[src/rtl/halfstep_pkg.sv]
package halfstep_pkg;

  localparam int IDX_W = 3;

  // Pattern value for a given index: even indices drive a single coil,
  // odd indices drive the coil pair around them.
  function automatic logic [3:0] coil_pattern(input logic [IDX_W-1:0] idx);
    logic [3:0] pat;
    logic [1:0] lo;
    lo = idx[2:1];
    pat = 4'b0001 << lo;
    if (idx[0]) pat = pat | (4'b0001 << (lo + 2'd1));
    return pat;
  endfunction

  // Next index in the requested direction; 3-bit arithmetic wraps.
  function automatic logic [IDX_W-1:0] idx_advance(input logic [IDX_W-1:0] idx,
                                                   input logic fwd);
    return fwd ? idx + 3'd1 : idx - 3'd1;
  endfunction

endpackage

[src/rtl/hs_button_cond.sv]
module hs_button_cond #(
  parameter int DEB_CYC = 2_000_000
) (
  input  logic clk,
  input  logic rst_n,
  input  logic btn_n,
  output logic fall
);
  localparam int CW = (DEB_CYC > 1) ? $clog2(DEB_CYC + 1) : 1;

  logic          sync1_q, sync2_q, level_q, fall_q;
  logic [CW-1:0] run_q;

  always_ff @(posedge clk or negedge rst_n) begin
    if (!rst_n) begin
      sync1_q <= 1'b1;
      sync2_q <= 1'b1;
      level_q <= 1'b1;
      run_q   <= '0;
      fall_q  <= 1'b0;
    end else begin
      sync1_q <= btn_n;
      sync2_q <= sync1_q;
      fall_q  <= 1'b0;
      if (sync2_q == level_q) begin
        run_q <= '0;
      end else if (run_q == CW'(DEB_CYC - 1)) begin
        level_q <= sync2_q;
        run_q   <= '0;
        fall_q  <= ~sync2_q;
      end else begin
        run_q <= run_q + 1'b1;
      end
    end
  end

  assign fall = fall_q;
endmodule

[src/rtl/hs_tick_gen.sv]
module hs_tick_gen #(
  parameter int TICK_PERIOD = 250_000
) (
  input  logic clk,
  input  logic rst_n,
  output logic tick
);
  localparam int TW = (TICK_PERIOD > 1) ? $clog2(TICK_PERIOD) : 1;

  logic [TW-1:0] down_q;

  assign tick = (down_q == '0);

  always_ff @(posedge clk or negedge rst_n) begin
    if (!rst_n)    down_q <= TW'(TICK_PERIOD - 1);
    else if (tick) down_q <= TW'(TICK_PERIOD - 1);
    else           down_q <= down_q - 1'b1;
  end
endmodule

[src/rtl/hs_motion_core.sv]
module hs_motion_core
  import halfstep_pkg::*;
#(
  parameter int CNT_W      = 16,
  parameter int HALF_STEPS = 2038
) (
  input  logic                    clk,
  input  logic                    rst_n,
  input  logic                    tick,
  input  logic                    req_fwd,
  input  logic                    req_rev,
  output logic [3:0]              phase,
  output logic signed [CNT_W-1:0] pend,
  output logic [IDX_W-1:0]        idx
);
  localparam logic signed [CNT_W-1:0] HALF_S = CNT_W'(HALF_STEPS);

  logic signed [CNT_W-1:0] pend_q;
  logic [IDX_W-1:0]        idx_q, idx_nxt;
  logic [3:0]              phase_q;
  logic                    dir_fwd;

  assign dir_fwd = ~pend_q[CNT_W-1];
  assign idx_nxt = idx_advance(idx_q, dir_fwd);

  always_ff @(posedge clk or negedge rst_n) begin
    if (!rst_n) begin
      pend_q  <= '0;
      idx_q   <= '0;
      phase_q <= 4'b0000;
    end else if (pend_q != '0) begin
      if (tick) begin
        idx_q   <= idx_nxt;
        phase_q <= coil_pattern(idx_nxt);
        pend_q  <= dir_fwd ? pend_q - CNT_W'(1) : pend_q + CNT_W'(1);
      end
    end else if (req_fwd) begin
      pend_q <= HALF_S;
    end else if (req_rev) begin
      pend_q <= -HALF_S;
    end
  end

  assign phase = phase_q;
  assign pend  = pend_q;
  assign idx   = idx_q;
endmodule

[src/rtl/halfstep_sequencer.sv]
module halfstep_sequencer
  import halfstep_pkg::*;
#(
  parameter int CLK_HZ      = 200_000_000,
  parameter int STEP_HZ     = 800,
  parameter int DEBOUNCE_MS = 10,
  parameter int REV_STEPS   = 4076,
  parameter int CNT_W       = 16
) (
  input  logic       clk,
  input  logic       rst_n,
  input  logic       btn_fwd_n,
  input  logic       btn_rev_n,
  output logic [3:0] phase,
  output logic       led_red,
  output logic       led_green,
  output logic       led_blue
);
  localparam int TICK_PERIOD = CLK_HZ / STEP_HZ;
  localparam int DEB_CYC     = (CLK_HZ / 1000) * DEBOUNCE_MS;
  localparam int HALF_STEPS  = REV_STEPS / 2;
  localparam int N_BTN       = 2;

  logic [N_BTN-1:0]        btn_raw_n, fall_w;
  logic                    tick_w, fwd_fall_w, rev_fall_w;
  logic signed [CNT_W-1:0] pend_w;
  logic [IDX_W-1:0]        idx_w;

  assign btn_raw_n = {btn_rev_n, btn_fwd_n};

  for (genvar b = 0; b < N_BTN; b++) begin : g_btn
    hs_button_cond #(.DEB_CYC(DEB_CYC)) u_cond (
      .clk  (clk),
      .rst_n(rst_n),
      .btn_n(btn_raw_n[b]),
      .fall (fall_w[b])
    );
  end

  assign fwd_fall_w = fall_w[0];
  assign rev_fall_w = fall_w[1];

  hs_tick_gen #(.TICK_PERIOD(TICK_PERIOD)) u_tick (
    .clk  (clk),
    .rst_n(rst_n),
    .tick (tick_w)
  );

  hs_motion_core #(.CNT_W(CNT_W), .HALF_STEPS(HALF_STEPS)) u_core (
    .clk    (clk),
    .rst_n  (rst_n),
    .tick   (tick_w),
    .req_fwd(fwd_fall_w),
    .req_rev(rev_fall_w),
    .phase  (phase),
    .pend   (pend_w),
    .idx    (idx_w)
  );

  assign led_green = (pend_w == '0);
  assign led_blue  = pend_w[CNT_W-1];
  assign led_red   = ~pend_w[CNT_W-1] & (pend_w != '0);
endmodule

[config.mk]
export PLATFORM = sky130hd
export DESIGN_NAME = halfstep_sequencer
export DESIGN_NICKNAME = d
export VERILOG_FILES = /design/src/rtl/halfstep_pkg.sv /design/src/rtl/hs_button_cond.sv /design/src/rtl/hs_tick_gen.sv /design/src/rtl/hs_motion_core.sv /design/src/rtl/halfstep_sequencer.sv
export SDC_FILE = /design/constraint.sdc
export NUM_CORES = 1
export LEC_CHECK = 0
export BUFFER_PORTS_ARGS = -buffer_cell sky130_fd_sc_hd__buf_4
export CAP_MARGIN = 15
export CORE_UTILIZATION = 50
export CTS_CLUSTER_DIAMETER = 100
export DETAILED_ROUTE_END_ITERATION = 8
export PLACE_DENSITY = 0.66
export SLEW_MARGIN = 30
export SYNTH_ARGS = -nofsm -noshare
export SYNTH_HDL_FRONTEND = slang
export SYNTH_SLANG_ARGS = --single-unit
[constraint.sdc]
create_clock -name clk -period 2.8 [get_ports clk]
set_input_delay 0 -clock clk [delete_from_list [all_inputs] [get_ports clk]]
set_output_delay 0 -clock clk [all_outputs]
set_load 0.005 [all_outputs]
=== Yosys cells after proc, flatten, opt, wreduce, memory -nomap -nowiden ===
Index checks and enable logic that the tools add are counted.

* Word-level logic and storage cells: 60
* Output and inout port bits: 7
* Input port bits: 4
* Register bits after elaboration: 91

* Muxes and demuxes: 16
* Reductions and logical operators: 8
* Eq/ne operators: 5
* $add $sub $neg: 8
* Bitwise operators: 7
* Shift-type cells: 2

{| class="wikitable"
|+ Operators with widths
! cell !! count
|-
| 21-bit two-way mux || 4
|-
| 16-bit two-way mux || 5
|-
| 21-bit by 1-bit adder with 21-bit output (second input constant) || 2
|-
| 21-bit == test (second input constant) || 2
|-
| 18-bit zero test || 1
|-
| 18-bit two-way mux || 1
|-
| 18-bit by 1-bit subtractor with 18-bit output (second input constant) || 1
|-
| 16-bit by 2-bit adder with 16-bit output (second input constant) || 1
|-
| 16-bit zero test || 1
|-
| 16-bit nonzero test || 1
|-
| 16-bit by 2-bit subtractor with 16-bit output (second input constant) || 1
|-
| 2-bit AND reduction || 4
|-
| 1-bit by 2-bit left shift with 4-bit output (first input constant) || 2
|-
| 1-bit inverter || 5
|-
| 1-bit two-way mux || 4
|-
| 4-bit two-way mux || 1
|-
| 4-bit OR || 1
|-
| 3-bit by 1-bit adder with 3-bit output (second input constant) || 1
|-
| 3-bit two-way mux || 1
|-
| 3-bit nonzero test || 1
|-
| 3-bit by 1-bit subtractor with 3-bit output (second input constant) || 1
|-
| 2-bit by 1-bit adder with 2-bit output (second input constant) || 1
|-
| 1-bit == test || 2
|-
| 2-bit inequality test (second input constant) || 1
|-
| 1-bit AND || 1
|}

=== Logic depth before layout (Yosys ltp) ===
Gate-level depths: netlist (run 1).

* Depth in word-level cells: 6
* Depth in mapped cells: 10
* Mapped depth without buffers: 8

=== Hierarchy ===
A second synthesis (run 1) with hierarchy kept.

* Cell total of the unflattened synthesis: 534
* Area total of the unflattened synthesis: 5,323.9 um^2

{| class="wikitable"
|+ Modules (own cells, without submodules)
! module !! sequential area each (um^2) !! times used !! area an instance (um^2) !! cells each
|-
| hs_motion_core || 575.6 || 1 || 1,924.3 || 207
|-
| hs_button_cond at g_btn[0].u_cond || 629.4 || 1 || 1,263.7 || 120
|-
| hs_button_cond at g_btn[1].u_cond || 629.4 || 1 || 1,214.9 || 120
|-
| hs_tick_gen || 462.9 || 1 || 878.3 || 81
|-
| halfstep_sequencer || 0.0 || 1 || 42.5 || 6
|}

=== Worst setup path before layout (run 1) ===
OpenSTA, ideal clock, no wires.

* Path type: reg-to-reg
* Start point: register u_core.pend_q[15], in the netlist u_core.pend[15]
* End point: register u_core.pend_q[9], in the netlist u_core.pend[9]
* Data arrival time: 2.288 ns
* Clock period less this slack: 2.414 ns
* Cell stages (with the launch flop): 9
* Setup slack: 0.386 ns
* Data required time: 2.674 ns
* Path buffers: 0
* Setup time: 0.126 ns
* Path through: dfrtp_1 inv_1 ha_1 a21o_1 and4_1 or2_2 a21oi_1 xnor2_1 a221o_1

* Longest elaborated chain between the ends: 3
* Elaborated cells on any way between the ends: 7
* Those cells by class: 1 x eq/ne; 3 x mux; 3 x reduce/logical

{| class="wikitable"
|+ RTL lines
! what !! line !! RTL
|-
| start, declared || hs_motion_core.sv:18 || <nowiki>logic signed [CNT_W-1:0] pend_q;</nowiki>
|-
| start signal, assigned || hs_motion_core.sv:35 || <nowiki>pend_q <= dir_fwd ? pend_q - CNT_W'(1) : pend_q + CNT_W'(1);</nowiki>
|-
| start signal, assigned || hs_motion_core.sv:40 || <nowiki>pend_q <= -HALF_S;</nowiki>
|-
| 16-bit nonzero test or 16-bit two-way mux (tied branches) || hs_motion_core.sv:31, hs_motion_core.sv:35 ||
|-
| 2-bit inequality test (no source line), or another cell as far along || - ||
|-
| 2-bit AND reduction (no source line) or 16-bit two-way mux (tied branches) || - ||
|}

Parallel ways exist; a longest one is shown, timed or not. The select of a mux whose other input is x is not followed.
A chain may end at the register's enable or synchronous reset.

=== Final worst setup path (run 1) ===
* Start point: register u_tick.down_q[5]
* End point: register u_core.pend_q[8], in the netlist u_core.pend[8]

* Longest elaborated chain between the ends: 3

{| class="wikitable"
|+ RTL lines
! what !! line !! RTL
|-
| start, declared || hs_tick_gen.sv:10 || <nowiki>logic [TW-1:0] down_q;</nowiki>
|-
| start signal, assigned || hs_tick_gen.sv:15 || <nowiki>if (!rst_n) down_q <= TW'(TICK_PERIOD - 1);</nowiki>
|-
| start signal, assigned || hs_tick_gen.sv:16 || <nowiki>else if (tick) down_q <= TW'(TICK_PERIOD - 1);</nowiki>
|-
| start signal, assigned || hs_tick_gen.sv:17 || <nowiki>else down_q <= down_q - 1'b1;</nowiki>
|-
| 18-bit zero test || hs_tick_gen.sv:12 || <nowiki>assign tick = (down_q == '0);</nowiki>
|-
| 2-bit inequality test (no source line) || - ||
|-
| 2-bit AND reduction (no source line) || - ||
|}

Every way passes these cells.

==> out/qor.log, run 1 <==
qor: critical_path.reg2regPathDepth 5
qor: routing.detailed_route_via_count 3655
qor: finish.nNetsFinal 550
qor: routing.via_per_inst 5.572
qor: power.power.ir.vdd_worst 0.3000 mV
qor: finish.final_layout_size_suffix_gt1_share 12.14%
qor: synth.post_synth.cell_area_avg 9.733 sq um
qor: power.cellLeakagePower 0.002485 uW
qor: floorplan.die_area 10250 sq um
qor: critical_path.critical_path_type reg2reg
qor: routing.firstDrtPassIters 4
qor: timing.clock.fmax 0.3848 GHz
qor: routing.detail_route.drc_violations 0
qor: placed_design.port_buffer_count 10
qor: synth.ys_warn_count 0
qor: critical_path.ff2ff_setup_slack 0.20 ns
qor: critical_path.critical_path_buf_inv_count 0
qor: timing.fin_skew 0.01377 ns
qor: placed_design.dp_hpwl 6778 um
qor: routing.ant_nets 0
qor: timing.worst_pin_slew 0.7796 ns
qor: routing.wire_per_inst 14.57 um
qor: critical_path.crit_chain nor4_1 > nand2_1 > nor3_4 > o21ai_1 > a221o_1
qor: finish.post_synthesis_to_final_layout_area_growth 10.01%
qor: timing.hold_viol_final 0
qor: clock_tree.cts-htree-levels 3
qor: timing.post-route-min-period 2.599 ns
qor: clock_tree.clk_pin_slew 0.09 ns
qor: floorplan.fp-row-count 35
qor: critical_path.timing.rr.end u_core.pend[8]
qor: floorplan.die_height 101.2 um
qor: floorplan.initial_util 52.55%
qor: global_routing.via_count_of_the_first_global_routing_pass 3578
qor: global_routing.overall_fraction_of_global_route_tracks_in_use 20.69%
qor: finish.num_antenna_cells 0
qor: status.status complete, no violations
qor: clock_tree.clkLatencyLatePin 0.36 ns
qor: timing.slew_limit_fails 0
qor: worst_hold_path.hp-class in2async
qor: timing.rsz0062_at_grt false
qor: critical_path.timing.critical_path.slowest_cell_delay 0.49 ns
qor: run.max_cap_violations 0
qor: timing.setup_viol 0
qor: clock_tree.numCtsBuffers 9
qor: synth.synth-seq-area-share 46.65%
qor: clock_tree.root_buffer sky130_fd_sc_hd__clkbuf_8
qor: synth.synth_ff_type sky130_fd_sc_hd__dfrtp_1
qor: critical_path.critical_path.max_fanout 12
qor: floorplan.boundaryPins 11
qor: critical_path.required_arrival_time_at_the_worst_endpoint 3.04 ns
qor: critical_path.rr_startpoint u_tick.down_q[5]
qor: synth.postSynth.asyncResetShare 100.0%
qor: synth.synth-seq-cells 91
qor: clock_tree.clk_path_buf_depth 2
qor: routing.drt_iter0_drc 173
qor: placed_design.placed_cell_area 5145 sq um
qor: timing.period_share 92.81%
qor: synth.syn-num-nets 534
qor: synth.post_synth_num_cell_types 54
qor: finish.final_area 5418 sq um
qor: critical_path.critPathCaptureType flop
qor: global_routing.antenna_found_initial 0
qor: global_routing.grt_pass1_wl 16630 um
qor: critical_path.crit_slowest_cell sky130_fd_sc_hd__nor3_4
qor: power.power_dens_cells 451.1 nW/um^2
qor: global_routing.globalRouteOverflowTotal 0
qor: synth.synthesis.area 4925 sq um
qor: critical_path.critPathTopFamily simple AND/OR/NAND/NOR gates
qor: placed_design.gp_congestion 0.8741
qor: global_routing.grt_max_degree 56
qor: critical_path.worst_setup_path_start_kind flop
qor: timing.relSlewSlack 47.68%
qor: clock_tree.cts_sinks 91
qor: synth.syn_inst 506
qor: clock_tree.tritoncts_clock_tree done
qor: floorplan.floorplan.die.width 101.2 um
qor: critical_path.critical_path_arrival 2.83 ns
qor: routing.routed_wl 9555 um
qor: floorplan.core_box_area 9371 sq um
qor: timing.fin_setup_tns 0 ns
qor: synth.synth-edff-count 0
worst max-delay path by stage:
stage	startpoint	endpoint	slack, ns	cells past startpoint
CTS	u_tick.down_q[0]	u_core.pend[8]	0.21	7
finish	u_tick.down_q[5]	u_core.pend[8]	0.20	5
floorplan	u_core.pend[15]	u_core.pend[9]	0.39	8
detailed placement	u_core.pend[15]	u_core.pend[2]	0.23	7
global route	u_core.pend[15]	u_core.pend[14]	0.01	8
global placement	u_tick.down_q[0]	u_core.pend[8]	0.30	7
final cells by class:
type,count,area (sq um)
Clock buffer,10,127.6
Clock inverter,6,111.4
Fill cell,843,3954
Inverter,15,60.06
Multi-Input combinational cell,387,2517
Sequential cell,91,2297
Tap cell,129,161.4
Timing Repair Buffer,18,142.6
cell usage in the layout (no fill, tap or decap), types with 3 or more instances in the layout:
cell and n:
sky130_fd_sc_hd__a21oi_1 24, sky130_fd_sc_hd__a22o_1 4, sky130_fd_sc_hd__nand3_1 18, sky130_fd_sc_hd__ha_1 22, sky130_fd_sc_hd__o21ai_0 18, sky130_fd_sc_hd__a21o_1 5, sky130_fd_sc_hd__dfrtp_1 75, sky130_fd_sc_hd__nand2b_1 4
sky130_fd_sc_hd__bufinv_16 3, sky130_fd_sc_hd__xor2_1 39, sky130_fd_sc_hd__inv_1 14, sky130_fd_sc_hd__dlygate4sd3_1 3, sky130_fd_sc_hd__a31oi_1 5, sky130_fd_sc_hd__and2_1 5, sky130_fd_sc_hd__nor4_1 8, sky130_fd_sc_hd__dfstp_2 16
sky130_fd_sc_hd__or2_2 3, sky130_fd_sc_hd__nor4b_1 3, sky130_fd_sc_hd__and4_1 4, sky130_fd_sc_hd__and3_1 8, sky130_fd_sc_hd__xnor2_1 26, sky130_fd_sc_hd__nand4_1 14, sky130_fd_sc_hd__a22oi_1 3, sky130_fd_sc_hd__or3_1 9
sky130_fd_sc_hd__buf_4 15, sky130_fd_sc_hd__nand2_1 51, sky130_fd_sc_hd__clkbuf_8 9, sky130_fd_sc_hd__nor3_1 6, sky130_fd_sc_hd__nor2_1 70
layer usage:
metal	routed length (um)	global-route usage, %
met1	4312	27.07
met2	4700	34.12
met3	388	4.210
met4	153	7.692
met5	0	0
per-stage QoR:
stage                     total power, uW  instances  hold slack (ns)  util (%)  worst slack, ns
after CTS                            2474        656           0.2448     57.77           0.2131
final                                2444        656           0.2080     57.81           0.2013
after floorplan                      1378        506          -0.2956         -           0.3861
after detailed placement             1416        637          0.08533     54.90           0.2322
after global routing                 2530        656           0.2707     57.81          0.01311
after global placement               1415        637          0.08455     54.90           0.2963
sequential cells by signal, summed over array words and instances, names as in the netlist:
name and cells:
g_btn.u_cond.fall 2, g_btn.u_cond.level_q 2, g_btn.u_cond.run_q 42, g_btn.u_cond.sync2_q 2, u_tick.down_q 18, u_core.idx 3
g_btn.u_cond.sync1_q 2, u_core.phase 4, u_core.pend 16
repair_timing:
item	in CTS	in global routing
endpoints found under the setup margin	0	1
resized for setup	0	1
endpoints found under the hold margin	48	0
buffers inserted	0	0
hold buffers	3	0
cell usage after synthesis (all sizes together), types with 3 or more instances:
| library cell | instances | area (sq um) |
|---|---|---|
| xnor2 | 26 | 227.7 |
| nand3 | 18 | 90.09 |
| a21oi | 25 | 128.9 |
| nand2 | 53 | 203.9 |
| inv | 15 | 56.30 |
| nand2b | 4 | 25.02 |
| a22oi | 3 | 22.52 |
| clkbuf | 8 | 30.03 |
| and3 | 8 | 50.05 |
| nor3 | 7 | 46.30 |
| a22o | 4 | 35.03 |
| o21ai | 20 | 100.1 |
| dfstp | 16 | 420.4 |
| nor2 | 70 | 262.8 |
| or2 | 3 | 18.77 |
| a31oi | 5 | 31.28 |
| a21o | 5 | 37.54 |
| and4 | 4 | 35.03 |
| or4 | 3 | 26.27 |
| buf | 5 | 23.77 |
| xor2 | 39 | 341.6 |
| nor4b | 4 | 41.29 |
| and2 | 5 | 31.28 |
| nor4 | 11 | 105.1 |
| nand4 | 14 | 87.58 |
| or3 | 9 | 56.30 |
| dfrtp | 75 | 1877 |
| ha | 22 | 275.3 |
where the power goes:
group | internal (uW) | total (uW) | switching (uW) | leakage [uW]
clock | 595 | 1050 | 457 | 0.000117
sequential | 1330 | 1330 | 8.25 | 0.00120
combinational | 15.6 | 58.0 | 42.4 | 0.00117
kinds of logic after synthesis:
group | count (synthesis) | synth area share, %
adders and majority gates | 24 | 6.402
and+or+nand+nor | 219 | 22.84
AOI/OAI and AO/OA | 75 | 9.451
muxes | 4 | 0.8638
DFF | 91 | 46.65
xor gates and xnor gates | 65 | 11.56
buffers and inverters | 28 | 2.236
(Power assumes the default switching activity.)
==> run 2: changes to the inputs <==
Settings changed: GPL_TIMING_DRIVEN set to 0.
==> out/qor.log, run 2 (same netlist as run 1, synthesis figures left out) <==
qor: global_routing.grt_max_degree 92
qor: clock_tree.root_buffer sky130_fd_sc_hd__clkbuf_8
qor: clock_tree.clk_pin_slew 0.09 ns
qor: floorplan.core_box_area 9371 sq um
qor: routing.via_per_inst 5.450
qor: timing.setup_viol 0
qor: floorplan.initial_util 52.55%
qor: global_routing.via_count_of_the_first_global_routing_pass 3577
qor: clock_tree.cts-htree-levels 3
qor: timing.slew_limit_fails 0
qor: critical_path.critical_path_type reg2reg
qor: routing.detail_route.drc_violations 0
qor: clock_tree.clkLatencyLatePin 0.35 ns
qor: clock_tree.numCtsBuffers 9
qor: floorplan.die_area 10250 sq um
qor: worst_hold_path.hp-class in2async
qor: timing.hold_viol_final 0
qor: critical_path.crit_chain clkinvlp_4 > buf_4 > buf_4 > ha_1 > clkbuf_1 > a21o_1 > a21oi_1 > or3b_2 > o311ai_0 > a22oi_1
qor: finish.layout.core_utilization 57.78%
qor: finish.num_antenna_cells 0
qor: floorplan.boundaryPins 11
qor: finish.filler_cell_count 847
qor: timing.relSlewSlack 45.28%
qor: routing.routed_wl 9292 um
qor: clock_tree.cts_sinks 91
qor: finish.flip_flop_count_of_the_largest_register_all_copies_and_words_added 42
qor: finish.multi_input_area 2517 sq um
qor: power.cellLeakagePower 0.002474 uW
qor: finish.regArea 2298 sq um
qor: critical_path.critPathCaptureType flop
qor: placed_design.placed_cell_area 5165 sq um
qor: critical_path.critical-path-top-cell-by-count sky130_fd_sc_hd__buf_4
qor: critical_path.worst-path-stages 10
qor: critical_path.critPathTopFamily buffers and inverters
qor: critical_path.critical_path_arrival 2.81 ns
qor: timing.clock.fmax 0.3836 GHz
qor: critical_path.reg2regPathDepth 10
qor: routing.drt_iter0_drc 109
qor: timing.fin_skew 0.009271 ns
qor: finish.final_cell_mix sky130_fd_sc_hd__dfrtp_1 (74), sky130_fd_sc_hd__nor2_1 (70), sky130_fd_sc_hd__nand2_1 (51)
qor: critical_path.required_arrival_time_at_the_worst_endpoint 3.00 ns
qor: routing.firstDrtPassIters 4
qor: critical_path.crit_slowest_cell sky130_fd_sc_hd__dfrtp_2
qor: run.max_cap_violations 0
qor: timing.rsz0062_at_grt false
qor: global_routing.globalRouteOverflowTotal 0
qor: finish.final_common_cell sky130_fd_sc_hd__dfrtp_1
qor: status.status complete, no violations
qor: global_routing.grt_pass1_wl 16250 um
qor: timing.post-route-min-period 2.607 ns
qor: timing.period_share 93.10%
qor: routing.ant_nets 0
qor: finish.final_layout_size_suffix_gt1_share 12.83%
qor: finish.final_area 5415 sq um
qor: finish.post_synthesis_to_final_layout_area_growth 9.959%
qor: placed_design.gp_congestion 0.8847
qor: finish.largest_register g_btn.u_cond.run_q
qor: floorplan.die_height 101.2 um
qor: global_routing.antenna_found_initial 0
qor: timing.worst_pin_slew 0.8208 ns
qor: clock_tree.clk_path_buf_depth 2
qor: clock_tree.tritoncts_clock_tree done
qor: power.power.ir.vdd_worst 0.2631 mV
qor: routing.wire_per_inst 13.93 um
qor: finish.nNetsFinal 561
qor: floorplan.fp-row-count 35
qor: placed_design.dp_hpwl 6486 um
qor: critical_path.critical_path_buf_inv_count 4
qor: power.power_dens_cells 411.1 nW/um^2
qor: floorplan.floorplan.die.width 101.2 um
qor: global_routing.overall_fraction_of_global_route_tracks_in_use 20.10%
qor: critical_path.timing.critical_path.slowest_cell_delay 0.50 ns
qor: timing.fin_setup_tns 0 ns
qor: routing.detailed_route_via_count 3635
qor: critical_path.worst_setup_path_start_kind flop
qor: critical_path.critical_path.max_fanout 8
qor: placed_design.port_buffer_count 10
run 2: cell types whose count changed in the layout (fill, tap and decap cells not counted), sizes merged:
cell      before  now
buf           15   19
clkbuf        10   19
clkinvlp       2    3
bufinv         3    0
run 2: through the flow:
step / worst slack (ns) / hold slack [ns] / total power (uW) / cells
2_1_floorplan: 0.3861 / -0.2956 / 1378 / 506
5_1_grt: 0.01547 / 0.2767 / 2318 / 667
3_5_place_dp: -0.1199 / 0.1126 / 1415 / 645
6_report: 0.1933 / 0.2541 / 2226 / 667
3_3_place_gp: -0.1199 / 0.1109 / 1414 / 645
4_1_cts: 0.07326 / 0.2736 / 2263 / 668
run 2: final cells by class:
cell class / instances / area share, %
buffer: 12 / 0.9473
clock buffer: 12 / 2.865
clock inverter: 4 / 0.6007
inverter: 15 / 1.109
multi-input combinational: 387 / 46.49
sequential: 91 / 42.44
tap: 129 / 2.981
timing repair buffer: 17 / 2.565
run 2: per-layer routing:
layer  part of all wire [%]  track usage [%]  up-vias
met3                    2.4            4.210       15
met2                     48            33.96       50
met4                    1.7            6.243        0
met5                      0                0        -
li1                       -                -     1817
met1                     48            26.00     1753
run 2: power breakdown:
part / leakage (uW) / total (uW) / internal, uW / switching [uW]
registers: 0.00120 / 1330 / 1330 / 8.27
clock network: 0.0000892 / 836 / 377 / 459
logic: 0.00119 / 56.4 / 15.5 / 40.8
total: 0.00247 / 2230 / 1720 / 508
run 2: worst paths after layout:
kind                                              to  slack (ns)                    start
max in group asynchronous  g_btn[0].u_cond.run_q[20]        1.95                    rst_n
setup / recovery                     u_core.pend[15]        0.19          u_core.pend[15]
hold / removal                       u_core.pend[12]        0.25                    rst_n
setup reg to reg                     u_core.pend[15]        0.19          u_core.pend[15]
min in group clk             g_btn[0].u_cond.sync1_q        0.30                btn_fwd_n
hold reg to reg              g_btn[0].u_cond.sync2_q        0.36  g_btn[0].u_cond.sync1_q
run 2: timing repair:
action                                  CTS  global route
resized for setup                         1             4
endpoints found under the setup margin   11            11
hold buffers                              3             0
endpoints found under the hold margin    77             0
buffers inserted                          4             0
==> run 3: changes to the inputs <==
Settings changed: CORE_ASPECT_RATIO set to 0.9.
==> out/qor.log, run 3 (same netlist as run 1, synthesis figures left out) <==
qor: finish.filler_cell_count 851
qor: placed_design.gp_congestion 0.8698
qor: timing.post-route-min-period 2.652 ns
qor: timing.slew_limit_fails 0
qor: routing.wl_met2 4207 um
qor: routing.route.layer.met1.wl 4680 um
qor: critical_path.critical_path_arrival 2.95 ns
qor: timing.period_share 94.72%
qor: finish.post_synthesis_to_final_layout_area_growth 10.01%
qor: timing.setup_slack 0.1477 ns
qor: global_routing.via_count_of_the_first_global_routing_pass 3534
qor: timing.setup_viol 0
qor: routing.ant_nets 0
qor: finish.final_layout_size_suffix_gt1_share 12.75%
qor: placed_design.dp_hpwl 6483 um
qor: routing.routed_wl 9277 um
qor: critical_path.crit_chain clkinvlp_4 > buf_12 > ha_1 > a21o_1 > and4_1 > or2_2 > a31oi_1 > mux2i_1 > a22o_1
qor: global_routing.overall_fraction_of_global_route_tracks_in_use 20.37%
qor: finish.final_common_cell sky130_fd_sc_hd__dfrtp_1
qor: finish.final_cell_mix sky130_fd_sc_hd__dfrtp_1 (74), sky130_fd_sc_hd__nor2_1 (70), sky130_fd_sc_hd__nand2_1 (51)
qor: finish.num_antenna_cells 0
qor: floorplan.die_area 10250 sq um
qor: finish.nNetsFinal 564
qor: timing.worst_pin_slew 0.8307 ns
qor: floorplan.floorplan.die.width 106.6 um
qor: critical_path.timing.rr.end u_core.pend[7]
qor: global_routing.antenna_found_initial 0
qor: global_routing.grt_pass1_wl 16440 um
qor: routing.top_signal_layer_used met4
qor: clock_tree.clk_path_buf_depth 2
qor: floorplan.initial_util 52.78%
qor: critical_path.critical_path.max_fanout 8
qor: critical_path.timing.critical_path.to u_core.pend[7]
qor: clock_tree.cts-htree-levels 3
qor: global_routing.globalRouteOverflowTotal 0
qor: clock_tree.cts_sinks 91
qor: placed_design.placed_cell_area 5156 sq um
qor: status.status complete, no violations
qor: finish.final_area 5418 sq um
qor: timing.hold_viol_final 0
qor: routing.firstDrtPassIters 4
qor: clock_tree.root_buffer sky130_fd_sc_hd__clkbuf_8
qor: finish.largest_register g_btn.u_cond.run_q
qor: critical_path.timing.critical_path.slowest_cell_delay 0.48 ns
qor: power.cellLeakagePower 0.002477 uW
qor: routing.via_per_inst 5.449
qor: placed_design.preCtsSetupSlack -0.1821 ns
qor: timing.holdWs 0.2376 ns
qor: clock_tree.tritoncts_clock_tree done
qor: clock_tree.clkLatencyLatePin 0.36 ns
qor: routing.detail_route.drc_violations 0
qor: critical_path.worst_setup_path_start_kind flop
qor: timing.fin_skew 0.01112 ns
qor: floorplan.fp-row-count 33
qor: routing.detailed_route_via_count 3613
qor: floorplan.core_box_area 9331 sq um
qor: critical_path.crit_slowest_cell sky130_fd_sc_hd__dfrtp_2
qor: critical_path.ff2ff_setup_slack 0.15 ns
qor: finish.layout.core_utilization 58.06%
qor: clock_tree.numCtsBuffers 9
qor: placed_design.port_buffer_count 10
qor: timing.rsz0062_at_grt false
qor: floorplan.boundaryPins 11
qor: timing.relSlewSlack 44.62%
qor: timing.clock.fmax 0.3770 GHz
qor: critical_path.required_arrival_time_at_the_worst_endpoint 3.10 ns
qor: critical_path.rr_startpoint u_core.pend[15]
qor: power.power.ir.vdd_worst 0.2398 mV
qor: finish.flip_flop_count_of_the_largest_register_all_copies_and_words_added 42
qor: global_routing.grt_max_degree 92
qor: critical_path.reg2regPathDepth 9
qor: routing.wire_per_inst 13.99 um
qor: routing.drt_iter0_drc 131
qor: clock_tree.clk_pin_slew 0.09 ns
qor: critical_path.critical_path_type reg2reg
qor: critical_path.critPathCaptureType flop
qor: worst_hold_path.hp-class in2async
qor: power.power_dens_cells 402.5 nW/um^2
qor: run.max_cap_violations 0
qor: critical_path.crit_path_start u_core.pend[15]
qor: routing.dr_wl_met3 290 um
qor: floorplan.die_height 96.15 um
==> run 3: changes by cell type in the layout (fill, tap and decap cells not counted), sizes merged <==
| cell | delta |
|---|---|
| buf | +2 |
| clkinv | +1 |
==> run 3: layout make-up <==
| cell class | instances | area (sq um) | share of cell area [%] |
|---|---|---|---|
| Timing Repair Buffer | 19 | 166.4 | 3.072 |
| Clock inverter | 5 | 37.54 | 0.6928 |
| Clock buffer | 11 | 131.4 | 2.425 |
| Multi-Input combinational cell | 387 | 2517 | 46.47 |
| Sequential cell | 91 | 2298 | 42.42 |
| Tap cell | 122 | 152.6 | 2.818 |
| Buffer | 13 | 53.80 | 0.9931 |
| Inverter | 15 | 60.06 | 1.109 |
==> run 3: worst min path at each step <==
stage | from | endpoint | slack (ns)
after floorplan | rst_n | g_btn[0].u_cond.fall | -0.30
after global placement | btn_fwd_n | g_btn[0].u_cond.sync1_q | 0.11
after detailed placement | btn_fwd_n | g_btn[0].u_cond.sync1_q | 0.11
after CTS | btn_fwd_n | g_btn[0].u_cond.sync1_q | 0.26
after global routing | btn_fwd_n | g_btn[0].u_cond.sync1_q | 0.27
final | rst_n | u_core.pend[12] | 0.24
==> run 3: what timing repair did <==
action                                 in CTS  in global routing
hold buffers                                3                  0
resized for setup                           1                  2
endpoints found under the hold margin      77                  0
setup buffers                               4                  2
gates cloned                                0                  0
setup endpoints to repair                  15                 22
==> run 3: metrics by stage <==
step	total power, uW	TNS [ns]	instances
6_report	2181	0	663
4_1_cts	2215	0	661
5_1_grt	2280	0	663
3_5_place_dp	1416	-1.262	638
2_1_floorplan	1378	0	506
3_3_place_gp	1415	-0.3933	638
==> run 3: worst max-delay path, delay by kind of cell, from the launching register on <==
family                     cells  cell delay, ns
DFF                            1            0.48
AOI/OAI and AO/OA              3            0.60
buffers and inverters          2            0.38
muxes                          1            0.28
adders and majority gates      1            0.27
and+or+nand+nor                2            0.56
==> run 3: layer usage <==
metal | global-route usage, % | vias up
met2 | 32.58 | 53
met3 | 5.146 | 12
met4 | 5.251 | 0
met5 | 0 | -
li1 | - | 1820
met1 | 27.74 | 1728
==> run 3: where the power goes <==
part | switching [uW] | total (uW) | internal [uW]
registers | 8.32 | 1330 | 1330
clock network | 462 | 789 | 326
logic | 41.7 | 57.5 | 15.8
total | 512 | 2180 | 1670
